==> src/rtl/mcm_pkg.sv <==
package mcm_pkg;
  typedef enum logic { ST_IDLE = 1'b0, ST_BUSY = 1'b1 } mcm_state_e;

  function automatic int mcm_sel_w(input int beats);
    return (beats > 1) ? $clog2(beats) : 1;
  endfunction
endpackage

==> src/rtl/mcm_lat_timer.sv <==
module mcm_lat_timer #(
  parameter int WR_LAT = 3,
  parameter int RD_LAT = 2
) (
  input  logic clk,
  input  logic rst_n,
  input  logic start,
  input  logic step,
  input  logic is_write,
  output logic last
);
  localparam int MAXL = (WR_LAT > RD_LAT) ? WR_LAT : RD_LAT;
  localparam int CW   = (MAXL > 1) ? $clog2(MAXL) : 1;

  logic [CW-1:0] cnt;

  assign last = is_write ? (cnt == CW'(WR_LAT - 1)) : (cnt == CW'(RD_LAT - 1));

  always_ff @(posedge clk) begin
    if (!rst_n)          cnt <= '0;
    else if (start)      cnt <= '0;
    else if (step) begin
      if (last)          cnt <= '0;
      else               cnt <= cnt + 1'b1;
    end
  end
endmodule

==> src/rtl/mcm_slice_mux.sv <==
module mcm_slice_mux #(
  parameter int WORD_W = 32,
  parameter int ROW_W  = 8,
  parameter int SEL_W  = 2
) (
  input  logic [WORD_W-1:0] word,
  input  logic [SEL_W-1:0]  sel,
  output logic [ROW_W-1:0]  slice
);
  localparam int BEATS = WORD_W / ROW_W;

  generate
    if (BEATS == 1) begin : g_full
      logic unused_sel;
      assign unused_sel = ^sel;
      assign slice = word;
    end else begin : g_split
      assign slice = word[sel*ROW_W +: ROW_W];
    end
  endgenerate
endmodule

==> src/rtl/mcm_word_asm.sv <==
module mcm_word_asm #(
  parameter int WORD_W = 32,
  parameter int ROW_W  = 8,
  parameter int SEL_W  = 2
) (
  input  logic              clk,
  input  logic              rst_n,
  input  logic              capture,
  input  logic [SEL_W-1:0]  sel,
  input  logic [ROW_W-1:0]  din,
  output logic [WORD_W-1:0] word
);
  localparam int BEATS = WORD_W / ROW_W;

  generate
    for (genvar b = 0; b < BEATS; b++) begin : g_slot
      logic [ROW_W-1:0] slot_q;
      always_ff @(posedge clk) begin
        if (!rst_n)                                 slot_q <= '0;
        else if (capture && (sel == SEL_W'(b)))     slot_q <= din;
      end
      assign word[b*ROW_W +: ROW_W] = slot_q;
    end
  endgenerate
endmodule

==> src/rtl/mcm_ctrl.sv <==
module mcm_ctrl
  import mcm_pkg::*;
#(
  parameter int ADDR_W = 4,
  parameter int WORD_W = 32,
  parameter int ROW_W  = 8,
  parameter int WR_LAT = 3,
  parameter int RD_LAT = 2,
  localparam int BEATS = WORD_W / ROW_W,
  localparam int COL_W = (BEATS > 1) ? $clog2(BEATS) : 0,
  localparam int MA_W  = ADDR_W + COL_W
) (
  input  logic              clk,
  input  logic              rst_n,
  input  logic              req_valid,
  output logic              req_ready,
  input  logic              req_write,
  input  logic [ADDR_W-1:0] req_addr,
  input  logic [WORD_W-1:0] req_wdata,
  output logic              rsp_valid,
  output logic [WORD_W-1:0] rsp_rdata,
  output logic              mem_cs,
  output logic              mem_we,
  output logic              mem_re,
  output logic [MA_W-1:0]   mem_addr,
  output logic [ROW_W-1:0]  mem_wdata,
  input  logic [ROW_W-1:0]  mem_rdata
);
  localparam int SEL_W = mcm_sel_w(BEATS);

  mcm_state_e        state;
  logic              op_write;
  logic [ADDR_W-1:0] addr_q;
  logic [WORD_W-1:0] wdata_q;
  logic [SEL_W-1:0]  beat;
  logic              busy, accept, beat_last, final_beat;

  assign busy       = (state == ST_BUSY);
  assign req_ready  = (state == ST_IDLE);
  assign accept     = req_valid && req_ready;
  assign final_beat = (beat == SEL_W'(BEATS - 1));

  mcm_lat_timer #(.WR_LAT(WR_LAT), .RD_LAT(RD_LAT)) u_timer (
    .clk(clk), .rst_n(rst_n), .start(accept), .step(busy),
    .is_write(op_write), .last(beat_last)
  );

  always_ff @(posedge clk) begin
    if (!rst_n) begin
      state     <= ST_IDLE;
      op_write  <= 1'b0;
      addr_q    <= '0;
      wdata_q   <= '0;
      beat      <= '0;
      rsp_valid <= 1'b0;
    end else begin
      rsp_valid <= 1'b0;
      if (accept) begin
        state    <= ST_BUSY;
        op_write <= req_write;
        addr_q   <= req_addr;
        wdata_q  <= req_wdata;
        beat     <= '0;
      end else if (busy && beat_last) begin
        if (final_beat) begin
          state     <= ST_IDLE;
          rsp_valid <= !op_write;
        end else begin
          beat <= beat + 1'b1;
        end
      end
    end
  end

  assign mem_cs = busy;
  assign mem_we = busy && op_write;
  assign mem_re = busy && !op_write;

  generate
    if (BEATS > 1) begin : g_col
      assign mem_addr = {addr_q, beat};
    end else begin : g_nocol
      assign mem_addr = addr_q;
    end
  endgenerate

  mcm_slice_mux #(.WORD_W(WORD_W), .ROW_W(ROW_W), .SEL_W(SEL_W)) u_mux (
    .word(wdata_q), .sel(beat), .slice(mem_wdata)
  );

  mcm_word_asm #(.WORD_W(WORD_W), .ROW_W(ROW_W), .SEL_W(SEL_W)) u_asm (
    .clk(clk), .rst_n(rst_n), .capture(busy && beat_last && !op_write),
    .sel(beat), .din(mem_rdata), .word(rsp_rdata)
  );
endmodule

==> config.mk <==
export PLATFORM = sky130hd
export DESIGN_NAME = mcm_ctrl
export DESIGN_NICKNAME = d
export VERILOG_FILES = /design/src/rtl/mcm_pkg.sv /design/src/rtl/mcm_lat_timer.sv /design/src/rtl/mcm_slice_mux.sv /design/src/rtl/mcm_word_asm.sv /design/src/rtl/mcm_ctrl.sv
export SDC_FILE = /design/constraint.sdc
export NUM_CORES = 1
export LEC_CHECK = 0
export ABC_AREA = 1
export BUFFER_PORTS_ARGS = -buffer_cell sky130_fd_sc_hd__buf_2
export CAP_MARGIN = 20
export CORE_ASPECT_RATIO = 0.75
export CORE_MARGIN = 2
export CORE_UTILIZATION = 51
export DETAILED_ROUTE_END_ITERATION = 8
export MAX_ROUTING_LAYER = met4
export PLACE_DENSITY = 0.9
export SLEW_MARGIN = 10
export SYNTH_ARGS = -nofsm -noshare
export SYNTH_HDL_FRONTEND = slang
export SYNTH_SLANG_ARGS = --single-unit
==> constraint.sdc <==
create_clock -name clk -period 2.35 [get_ports clk]
set_input_delay 0.3525 -clock clk [delete_from_list [all_inputs] [get_ports clk]]
set_output_delay 0.3525 -clock clk [all_outputs]
set_load 0.03 [all_outputs]
==> impl_metrics.json <==
{
  "io_buffers": 98,
  "p_switching_w": 0.000840,
  "grt_max_degree": 38,
  "layout_common_cells": "128 x nor2_1, 98 x buf_2, 81 x inv_1",
  "swShare_pct": 29.8,
  "placed_cell_area_um2": 3860,
  "worst_slack_ns": 0.324,
  "power_density_nw_per_um2": 695,
  "avgSynthCellArea_um2": 6.71,
  "synthesis.nets": 552,
  "r2r-start": "beat[1]",
  "setup-tns-final_ns": 0,
  "crit_start": "beat[1]",
  "synth_area_um2": 3350,
  "combPwrFrac_pct": 16.1,
  "cp_num_buf_inv": 2,
  "gp_congestion": 0.891,
  "post_drt_via_cell_ratio": 4.95,
  "cp.arrival_ns": 1.67,
  "clock_sinks": 75,
  "rows": 25,
  "grt_setup_unrepaired": "no",
  "post_cts_buffers": 0,
  "grtUsageMet1_pct": 31.5,
  "layout_commonest_cell": "nor2_1",
  "cp_num_cells": 4,
  "maxCapViolCount": 0,
  "grt.met2_usage_pct": 36.7,
  "clockPowerShare_pct": 34.6,
  "skew_ns": 0.00786,
  "dieArea_um2": 7250,
  "syn_inst": 500,
  "wl_um": 8310,
  "grt_first_pass_wirelength_um": 13400,
  "hold_depth": 3,
  "cts_made_buffers": 9,
  "finalSetupViolCount": 0,
  "grt_antenna_before_repair": 0,
  "insertion_delay_ns": 0.35,
  "drc_errors": 0,
  "area.growth.synth_to_final_pct": 20.9,
  "maxSlewHeadroom_pct": 59.9,
  "path_clk_slew_ns": 0.08,
  "finalHoldViolCount": 0,
  "crit_chain": "clkinv_1 -> o21ai_0 -> o22ai_1 -> buf_2",
  "status": "finished, final reports clean",
  "synth_edf_count": 0,
  "finalCritPeriodShare_pct": 86.2,
  "dp_hpwl_um": 5920,
  "multi_input_area_um2": 1420,
  "r2r_cells": 6,
  "tritoncts": "done",
  "hold_path.class": "in2reg",
  "use_met3_pct": 4.89,
  "regArea_um2": 1500,
  "synthFlopType": "dfxtp_1",
  "cts.repair.resized": 0,
  "async_flop_share_pct": 0,
  "p_leak_nw": 2.12,
  "drv_slew": 0,
  "critPathRequiredTime_ns": 2.00,
  "drtIter0Drc": 198,
  "grt_usage_pct": 23.9,
  "io_pins": 99,
  "wire_per_inst_um": 12.3,
  "min_from": "req_wdata[14]",
  "seqPwrFrac_pct": 49.3,
  "grt-ovfl-total": 0,
  "clockBufferDepth": 2,
  "worstSetupPathType": "reg2out",
  "ant_nets": 0,
  "crit_fanout": 12,
  "clock.fmax_mhz": 494,
  "htreeDepth": 3,
  "grt_pass1_vias": 2944,
  "start_kind": "flop",
  "diodes": 0,
  "synth_seq_cells": 75,
  "endpoint_kind": "primary output",
  "finalInstanceArea_um2": 4060,
  "ir_drop_mv": 0.417,
  "core_area_um2": 6320,
  "final_nets": 641,
  "intPower_w": 0.00198,
  "drive_above_1_share_pct": 21.2,
  "power_w": 0.00282,
  "cp_top_family": "buffers and inverters",
  "cpMaxStageDelayCell": "dfxtp_1",
  "busiest_layer": "met2",
  "post-route-min-period_ns": 2.03,
  "die_w_um": 97.6,
  "cts-root-buf": "clkbuf_8",
  "first_pass_iters": 5,
  "vias": 3341,
  "synth_cell_type_count": 22,
  "n_fill_cell": 589,
  "synth-seq-area-share_pct": 44.8,
  "initial_core_util_pct": 53.1,
  "hold_buffers": 0,
  "fp.dieH_um": 74.2,
  "tightest_slew_ns": 0.601,
  "crit_path_max_incr_delay_ns": 0.50,
  "dp_slack_ns": 0.695,
  "ys_warn_count": 0
}
registers in the layout (all words and copies together) (netlist names):
name                 count
u_asm.g_slot.slot_q     32
rsp_valid                1
wdata_q                 32
addr_q                   4
op_write                 1
beat                     2
u_timer.cnt              2
mem_cs                   1
layer usage:
layer / wire (µm) / up-vias
met2: 3770 / 132
li1: - / 1693
met4: 161 / 0
met3: 537 / 22
met5: 0 / -
met1: 3840 / 1494
worst min-delay path, stage by stage:
cell and delay, ns:
buf_2 0.07, o21ai_0 0.07, nor2_1 0.07
Yosys cell counts, types with 2 or more instances:
master / instances / area (µm²)
buf_1: 5 / 18.8
buf_2: 5 / 25.0
buf_6: 3 / 33.8
clkbuf_1: 12 / 45.0
dfxtp_1: 75 / 1500
ha_1: 4 / 50.1
inv_1: 81 / 304
inv_2: 2 / 7.51
nand2_1: 76 / 285
nand2_4: 4 / 45.0
nand3_1: 33 / 165
nand4_1: 2 / 12.5
nor2_1: 128 / 480
o21ai_0: 55 / 275
o22ai_1: 8 / 50.1
kinds of logic after synthesis:
| group | count (synthesis) | share of synthesized area, % |
|---|---|---|
| simple gates | 245 | 30.1 |
| flops | 75 | 44.8 |
| buf+inv | 109 | 13.1 |
| fa+ha+maj | 4 | 1.49 |
| compound gates | 66 | 10.3 |
| xor+xnor | 1 | 0.261 |
worst paths after layout:
| check | endpoint | slack (ns) |
|---|---|---|
| setup / recovery | mem_wdata[4] | 0.32 |
| hold / removal | wdata_q[14] | 0.25 |
| setup reg to reg | u_asm.g_slot[0].slot_q[5] | 0.66 |
| hold reg to reg | addr_q[0] | 0.49 |
metrics by stage:
stage          std cells  util, %  hold slack (ns)
2_1_floorplan        500        -            0.449
3_3_place_gp         659     61.1            0.458
3_5_place_dp         659     61.1            0.468
4_1_cts              675     64.2            0.242
5_1_grt              675     64.2            0.254
6_report             675     64.2            0.247
power groups by stage:
stage | Clock (W) | Combinational [W] | Sequential (W)
3_3_place_gp | 0 | 0.000437 | 0.00141
3_5_place_dp | 0 | 0.000450 | 0.00142
5_1_grt | 0.00105 | 0.000504 | 0.00140
4_1_cts | 0.000987 | 0.000451 | 0.00139
2_1_floorplan | 0 | 0.000289 | 0.00144
6_report | 0.000976 | 0.000453 | 0.00139
area by class of cell:
class	instances	share of cell area, %
Multi-Input combinational cell	316	34.9
Timing Repair Buffer	103	13.0
Clock inverter	6	1.64
Tap cell	81	2.50
Sequential cell	75	37.0
Inverter	84	7.78
Clock buffer	10	3.15
Power figures use the tool's default switching activity.
